--- src/rtl/onecyc_pkg.sv ---
`timescale 1ns/1ps
package onecyc_pkg;

    localparam int XLEN = 32;
    localparam int PCW  = XLEN - 2;   // word-address width

    // Primary opcode values (instruction bits [31:26])
    localparam logic [5:0] OPC_REG  = 6'h00;
    localparam logic [5:0] OPC_JMP  = 6'h02;
    localparam logic [5:0] OPC_BEQ  = 6'h04;
    localparam logic [5:0] OPC_BNE  = 6'h05;
    localparam logic [5:0] OPC_ADDI = 6'h08;
    localparam logic [5:0] OPC_SLTI = 6'h0A;
    localparam logic [5:0] OPC_ANDI = 6'h0C;
    localparam logic [5:0] OPC_ORI  = 6'h0D;
    localparam logic [5:0] OPC_XORI = 6'h0E;
    localparam logic [5:0] OPC_LW   = 6'h23;
    localparam logic [5:0] OPC_SW   = 6'h2B;

    // Function values for register-register instructions (bits [5:0])
    localparam logic [5:0] FN_ADD = 6'h20;
    localparam logic [5:0] FN_SUB = 6'h22;
    localparam logic [5:0] FN_AND = 6'h24;
    localparam logic [5:0] FN_OR  = 6'h25;
    localparam logic [5:0] FN_XOR = 6'h26;
    localparam logic [5:0] FN_SLT = 6'h2A;

    typedef enum logic [3:0] {
        ALU_ADD = 4'b0000,
        ALU_SUB = 4'b0010,
        ALU_AND = 4'b0100,
        ALU_OR  = 4'b0101,
        ALU_XOR = 4'b0110,
        ALU_SLT = 4'b1010
    } alu_op_e;

    typedef struct packed {
        logic    reg_we;      // write the destination register
        logic    dst_is_rd;   // destination from [15:11] instead of [20:16]
        logic    imm_signed;  // sign- rather than zero-extend imm16
        logic    b_from_imm;  // second ALU operand is the immediate
        logic    mem_rd;
        logic    mem_wr;
        logic    wb_from_mem;
        logic    br_eq;
        logic    br_ne;
        logic    jump;
        alu_op_e alu_op;
    } ctrl_t;

    localparam ctrl_t CTRL_NOP = '{default: '0, alu_op: ALU_ADD};

    function automatic logic [XLEN-1:0] extend16(input logic [15:0] imm,
                                                 input logic sgn);
        return {{(XLEN-16){sgn & imm[15]}}, imm};
    endfunction

endpackage

--- src/rtl/onecyc_decode.sv ---
`timescale 1ns/1ps
module onecyc_decode
    import onecyc_pkg::*;
(
    input  logic [5:0] opcode,
    input  logic [5:0] funct,
    output ctrl_t      ctrl
);

    always_comb begin
        ctrl = CTRL_NOP;
        case (opcode)
            OPC_REG: begin
                ctrl.dst_is_rd = 1'b1;
                ctrl.reg_we    = 1'b1;
                case (funct)
                    FN_ADD:  ctrl.alu_op = ALU_ADD;
                    FN_SUB:  ctrl.alu_op = ALU_SUB;
                    FN_AND:  ctrl.alu_op = ALU_AND;
                    FN_OR:   ctrl.alu_op = ALU_OR;
                    FN_XOR:  ctrl.alu_op = ALU_XOR;
                    FN_SLT:  ctrl.alu_op = ALU_SLT;
                    default: ctrl.reg_we = 1'b0;   // unknown function: no-op
                endcase
            end
            OPC_ADDI, OPC_SLTI, OPC_ANDI, OPC_ORI, OPC_XORI: begin
                ctrl.reg_we     = 1'b1;
                ctrl.b_from_imm = 1'b1;
                ctrl.imm_signed = (opcode == OPC_ADDI) || (opcode == OPC_SLTI);
                case (opcode)
                    OPC_SLTI: ctrl.alu_op = ALU_SLT;
                    OPC_ANDI: ctrl.alu_op = ALU_AND;
                    OPC_ORI:  ctrl.alu_op = ALU_OR;
                    OPC_XORI: ctrl.alu_op = ALU_XOR;
                    default:  ctrl.alu_op = ALU_ADD;
                endcase
            end
            OPC_LW: begin
                ctrl.reg_we      = 1'b1;
                ctrl.b_from_imm  = 1'b1;
                ctrl.imm_signed  = 1'b1;
                ctrl.mem_rd      = 1'b1;
                ctrl.wb_from_mem = 1'b1;
            end
            OPC_SW: begin
                ctrl.b_from_imm = 1'b1;
                ctrl.imm_signed = 1'b1;
                ctrl.mem_wr     = 1'b1;
            end
            OPC_BEQ: begin
                ctrl.br_eq  = 1'b1;
                ctrl.alu_op = ALU_SUB;
            end
            OPC_BNE: begin
                ctrl.br_ne  = 1'b1;
                ctrl.alu_op = ALU_SUB;
            end
            OPC_JMP: ctrl.jump = 1'b1;
            default: ctrl = CTRL_NOP;
        endcase
    end

endmodule

--- src/rtl/onecyc_regfile.sv ---
`timescale 1ns/1ps
module onecyc_regfile #(
    parameter int WIDTH = 32,
    parameter int NREG  = 32,
    localparam int AW   = $clog2(NREG)
) (
    input  logic             clk,
    input  logic [AW-1:0]    ra_a,
    input  logic [AW-1:0]    ra_b,
    output logic [WIDTH-1:0] rd_a,
    output logic [WIDTH-1:0] rd_b,
    input  logic             we,
    input  logic [AW-1:0]    wa,
    input  logic [WIDTH-1:0] wd
);

    logic [WIDTH-1:0] cells [NREG];

    for (genvar g = 0; g < NREG; g++) begin : g_cell
        if (g == 0) begin : g_zero
            assign cells[g] = '0;               // hard-wired zero entry
        end else begin : g_reg
            logic [WIDTH-1:0] q;
            always_ff @(posedge clk) begin
                if (we && (wa == AW'(g))) q <= wd;
            end
            assign cells[g] = q;
        end
    end

    assign rd_a = cells[ra_a];
    assign rd_b = cells[ra_b];

endmodule

--- src/rtl/onecyc_alu.sv ---
`timescale 1ns/1ps
module onecyc_alu
    import onecyc_pkg::*;
#(
    parameter int WIDTH = 32
) (
    input  alu_op_e          op,
    input  logic [WIDTH-1:0] a,
    input  logic [WIDTH-1:0] b,
    output logic [WIDTH-1:0] y,
    output logic             zero
);

    always_comb begin
        case (op)
            ALU_ADD: y = a + b;
            ALU_SUB: y = a - b;
            ALU_AND: y = a & b;
            ALU_OR:  y = a | b;
            ALU_XOR: y = a ^ b;
            ALU_SLT: y = {{(WIDTH-1){1'b0}}, ($signed(a) < $signed(b))};
            default: y = '0;
        endcase
    end

    assign zero = (y == '0);

endmodule

--- src/rtl/onecyc_core.sv ---
`timescale 1ns/1ps
module onecyc_core
    import onecyc_pkg::*;
(
    input  logic        clk,
    input  logic        rst,
    output logic [31:0] imem_addr,
    input  logic [31:0] imem_rdata,
    output logic [31:0] dmem_addr,
    output logic [31:0] dmem_wdata,
    output logic        dmem_rd,
    output logic        dmem_wr,
    input  logic [31:0] dmem_rdata
);

    localparam int NREG = 32;
    localparam int RAW  = $clog2(NREG);
    localparam int JW   = 26;

    logic [PCW-1:0]  pc_q, pc_inc, pc_br, pc_nxt;
    logic [5:0]      f_op, f_fn;
    logic [RAW-1:0]  f_rs, f_rt, f_rd, wr_idx;
    logic [15:0]     f_imm;
    logic [JW-1:0]   f_jt;
    ctrl_t           ctl;
    logic [XLEN-1:0] rs_val, rt_val, imm_x, alu_b, alu_y, wb_val;
    logic            alu_z, take_br;

    assign f_op  = imem_rdata[31:26];
    assign f_rs  = imem_rdata[25:21];
    assign f_rt  = imem_rdata[20:16];
    assign f_rd  = imem_rdata[15:11];
    assign f_fn  = imem_rdata[5:0];
    assign f_imm = imem_rdata[15:0];
    assign f_jt  = imem_rdata[JW-1:0];

    onecyc_decode u_dec (
        .opcode (f_op),
        .funct  (f_fn),
        .ctrl   (ctl)
    );

    assign wr_idx = ctl.dst_is_rd ? f_rd : f_rt;

    onecyc_regfile #(.WIDTH(XLEN), .NREG(NREG)) u_rf (
        .clk  (clk),
        .ra_a (f_rs),
        .ra_b (f_rt),
        .rd_a (rs_val),
        .rd_b (rt_val),
        .we   (ctl.reg_we),
        .wa   (wr_idx),
        .wd   (wb_val)
    );

    assign imm_x = extend16(f_imm, ctl.imm_signed);
    assign alu_b = ctl.b_from_imm ? imm_x : rt_val;

    onecyc_alu #(.WIDTH(XLEN)) u_alu (
        .op   (ctl.alu_op),
        .a    (rs_val),
        .b    (alu_b),
        .y    (alu_y),
        .zero (alu_z)
    );

    assign wb_val = ctl.wb_from_mem ? dmem_rdata : alu_y;

    // Next-PC, all in word-address form
    assign pc_inc  = pc_q + 1'b1;
    assign pc_br   = pc_inc + {{(PCW-16){f_imm[15]}}, f_imm};
    assign take_br = (ctl.br_eq & alu_z) | (ctl.br_ne & ~alu_z);

    always_comb begin
        if (ctl.jump)     pc_nxt = {pc_inc[PCW-1:JW], f_jt};
        else if (take_br) pc_nxt = pc_br;
        else              pc_nxt = pc_inc;
    end

    always_ff @(posedge clk) begin
        if (rst) pc_q <= '0;
        else     pc_q <= pc_nxt;
    end

    assign imem_addr  = {pc_q, 2'b00};
    assign dmem_addr  = alu_y;
    assign dmem_wdata = rt_val;
    assign dmem_rd    = ctl.mem_rd;
    assign dmem_wr    = ctl.mem_wr;

endmodule

--- config.mk ---
export PLATFORM = sky130hd
export DESIGN_NAME = onecyc_core
export DESIGN_NICKNAME = d
export VERILOG_FILES = /design/src/rtl/onecyc_pkg.sv /design/src/rtl/onecyc_decode.sv /design/src/rtl/onecyc_regfile.sv /design/src/rtl/onecyc_alu.sv /design/src/rtl/onecyc_core.sv
export SDC_FILE = /design/constraint.sdc
export NUM_CORES = 2
export LEC_CHECK = 0
export BUFFER_PORTS_ARGS = -buffer_cell sky130_fd_sc_hd__buf_4
export CAP_MARGIN = 30
export CORE_UTILIZATION = 63
export DETAILED_ROUTE_END_ITERATION = 12
export MAX_ROUTING_LAYER = met4
export PLACE_DENSITY = 0.87
export REMOVE_ABC_BUFFERS = 1
export SLEW_MARGIN = 20
export SYNTH_ARGS = -nofsm -noshare
export SYNTH_HDL_FRONTEND = slang
export SYNTH_SLANG_ARGS = --single-unit
--- constraint.sdc ---
create_clock -name clk -period 7.5 [get_ports clk]
set_input_delay 0.375 -clock clk [delete_from_list [all_inputs] [get_ports clk]]
set_output_delay 0.375 -clock clk [all_outputs]
set_load 0.01 [all_outputs]
==> flow_metrics.env <==
export IMPL_initial_core_util_pct=63.7
export IMPL_final_period_utilization_pct=96.7
export IMPL_clk_latency_ps=720
export IMPL_final_nets=3880
export IMPL_setup_viol_count_final=0
export IMPL_nFillCells=5010
export IMPL_clk_path_buf_depth=3
export IMPL_root_buffer="clkbuf_16"
export IMPL_synth_mux_area_share_pct=26.6
export IMPL_final_cells=4930
export IMPL_synth_xor_area_share_pct=1.04
export IMPL_syn_to_final_growth_pct=13.7
export IMPL_register_area_um2=30400
export IMPL_yosys_area_top_type="edfxtp_1"
export IMPL_die_area_um2=89100
export IMPL_wl_per_cell_um=38.9
export IMPL_core_area_um2=86900
export IMPL_synth_top_flop_cell="edfxtp_1"
export IMPL_die_h_um=299
export IMPL_yosys_top_cells_count="edfxtp_1, mux4_2, nor2_1"
export IMPL_synthAdderAreaFrac_pct=2.95
export IMPL_min_to="pc_q[7]$_SDFF_PP0_"
export IMPL_critPathMaxStageDelay_ps=500
export IMPL_vdd_drop_max_uv=297
export IMPL_drt_wl_total_um=192000
export IMPL_dp_cells=4734
export IMPL_hold_buffers=0
export IMPL_antenna_found_initial=4
export IMPL_cp_slowest_cell="mux4_2"
export IMPL_vias=39100
export IMPL_drt_first_iter_violations=7201
export IMPL_rsz0062_at_grt="no"
export IMPL_cts_resized_gates=0
export IMPL_critPathKind="register to register"
export IMPL_whs_path_depth=3
export IMPL_rows=108
export IMPL_synth_warning_count=0
export IMPL_skew_ps=46.8
export IMPL_drv_slew=0
export IMPL_avgSynthCellArea_um2=16.1
export IMPL_dr_pass1_iters=8
export IMPL_cts_clk_slew_worst_paths_ps=60
export IMPL_synth_top_area_share_pct=53.8
export IMPL_max_cap_viol_count=0
export IMPL_status="finished clean"
export IMPL_endpoint_kind="register"
export IMPL_syn_area_um2=55400
export IMPL_viasPerCell=7.93
export IMPL_grt_pass1_wl_um=273000
export IMPL_synth_cell_types=90
export IMPL_numClockSinks=1022
export IMPL_cts_htree_levels=3
export IMPL_whs_ps=27.2
export IMPL_fin_util_pct=72.5
export IMPL_reg2reg_depth=24
export IMPL_hp_start="imem_rdata[7]"
export IMPL_reg2reg_slack_ps=250
export IMPL_synth_simple_area_share_pct=4.83
export IMPL_cts_tree="built"
export IMPL_synthArstFlopShare_pct=0
export IMPL_port_buffers=161
export IMPL_grt_use_total_pct=44.7
export IMPL_hp_class="input pin to register"
export IMPL_ys_top_cells_by_area="edfxtp_1, mux4_2, ha_1"
export IMPL_gr_total_overflow=0
export IMPL_grt_pass1_vias=39000
export IMPL_powerDensity_nw_per_um2=255
export IMPL_path_buf_inv=3
export IMPL_setup_tns_ps=0
export IMPL_cp_required_ps=8070
export IMPL_synth_top_family_by_area="multiplexers"
export IMPL_critPathTopFamily="simple AND/OR/NAND/NOR gates"
export IMPL_hpwl_um=118000
export IMPL_top_level_ports=164
export IMPL_synth_edff_count=992
export IMPL_critPathMaxFanout=35
export IMPL_r2r_start="u_rf.g_cell[25].g_reg.q[2]$_DFFE_PP_"
export IMPL_die_w_um=299
export IMPL_cp_start_kind="register"
export IMPL_grt_max_degree=87
export IMPL_min_period_ps=7250
export IMPL_cts_buffers=102
export IMPL_antenna_left=0
export IMPL_drc=0
export IMPL_worstPathArrival_ps=7820
export IMPL_relSlewSlack_pct=27.1
export IMPL_p_leak_uw=0.0217
export IMPL_seq_area_frac_synth_pct=54.9
export IMPL_rr_endpoint="pc_q[11]$_SDFF_PP0_"
export IMPL_timing_critical_path_cells="mux4_2 > mux4_2 > mux2_2 > nor2b_1 > a21oi_1 > ha_1 > o21ba_2 > or4_1 > a21boi_1 > buf_4 > o21ai_1 > and4_1 > nor4_1 > nand4b_1 > nor4_1 > buf_4 > and4b_1 > and4bb_1 > and4_1 > a21oi_1 > o211ai_4 > buf_12 > nor2_1 > a2111oi_2"
export IMPL_ys_ff_latch=1022
export IMPL_multi_input_area_um2=23800
export IMPL_startpoint="u_rf.g_cell[25].g_reg.q[2]$_DFFE_PP_"
export IMPL_globalplace_congestion=1.07
export IMPL_hold_viol_final=0
export IMPL_synth_most_common_cell="edfxtp_1"
export IMPL_post_route_cells_drive_above_1_share_pct=34.8
export IMPL_synth_cells=3434
export IMPL_tightest_slew_ps=1090
export IMPL_cts_setup_buffers=0
export IMPL_synth_compound_area_share_pct=6.96
export IMPL_clock_fmax_mhz=138
cell type report:
cell class	instances	share of cell area (%)
clock inverter	71	1.22
antenna	4	0.0159
sequential	1022	48.2
multi-input combinational	2029	37.8
timing repair buffer	392	5.37
inverter	138	0.822
tap	1155	2.29
clock buffer	119	4.22
worst register-to-register path, delay by kind of cell (launching register included):
family	cells	cell delay, ps
mux	3	1300
fa+ha+maj	1	410
simple gates	10	2590
buf+inv	3	630
flops	1	460
compound gates	7	1740
kinds of logic after synthesis:
logic type,Yosys count
muxes,741
other,1
DFF,1022
and+or+nand+nor,534
adders and majority gates,129
buffers and inverters,384
xor gates and xnor gates,66
AOI/OAI and AO/OA,557
cell usage in the layout (no fill, tap or decap), types with 12 or more instances in the layout:
| cell type | synthesis | final |
|---|---|---|
| xor2_1 | 13 | 13 |
| xnor2_1 | 53 | 53 |
| nand3_1 | 33 | 33 |
| a21o_1 | 35 | 35 |
| o21bai_1 | 20 | 20 |
| and3_1 | 18 | 18 |
| a2111oi_2 | 21 | 21 |
| a21oi_1 | 195 | 194 |
| clkbuf_16 | 0 | 104 |
| nand2b_1 | 24 | 24 |
| nor3_1 | 31 | 31 |
| inv_1 | 137 | 137 |
| nor2b_1 | 42 | 41 |
| mux2_2 | 103 | 103 |
| o22ai_1 | 16 | 16 |
| clkinv_2 | 0 | 16 |
| bufinv_16 | 0 | 14 |
| o21ai_0 | 58 | 58 |
| dfxtp_1 | 30 | 30 |
| clkinv_1 | 1 | 20 |
| nand2_1 | 85 | 85 |
| a22o_1 | 33 | 33 |
| edfxtp_1 | 992 | 992 |
| o21a_1 | 23 | 23 |
| buf_4 | 3 | 357 |
| nor2_4 | 0 | 31 |
| a211oi_1 | 21 | 21 |
| nor2_1 | 201 | 170 |
| ha_1 | 126 | 126 |
| nand4_1 | 16 | 16 |
| mux4_2 | 576 | 576 |
| clkbuf_1 | 150 | 15 |
| or2_2 | 12 | 12 |
| mux2i_1 | 62 | 62 |
| o31ai_1 | 12 | 12 |
| buf_12 | 0 | 22 |
registers in the layout, summed over array words and instances, names as in the netlist:
name	flops
pc_q	30
u_rf.g_cell.g_reg.q	992
how the worst max path moves through the flow:
stage / endpoint / cells after the start
2_1_floorplan: pc_q[0]$_SDFF_PP0_ / 22
3_3_place_gp: pc_q[0]$_SDFF_PP0_ / 26
3_5_place_dp: pc_q[11]$_SDFF_PP0_ / 28
4_1_cts: pc_q[11]$_SDFF_PP0_ / 24
5_1_grt: pc_q[0]$_SDFF_PP0_ / 24
6_report: pc_q[11]$_SDFF_PP0_ / 24
per-stage QoR:
stage | cell area (µm²) | power (µW) | setup WS, ps
after global routing | 63000 | 16400 | 42.9
final | 63000 | 16100 | 247
after global placement | 59300 | 10600 | 58.0
after detailed placement | 59500 | 10700 | -129
after CTS | 62900 | 15900 | 367
after floorplan | 54400 | 9100 | -280
power by group:
group          internal [µW]  switching, µW  leakage [µW]
clock                   3030           2280       0.00164
sequential              7070           17.1       0.00914
combinational           1270           2390        0.0109
total                  11400           4690        0.0217
layer usage:
layer	global-route usage, %	part of all wire, %	up-vias
met3	13.3	15	1003
met4	27.4	7.6	0
li1	-	-	14600
met5	-	0	-
met2	64.9	45	4112
met1	55.8	32	19300
No activity file was read; power rests on OpenSTA's default activity.
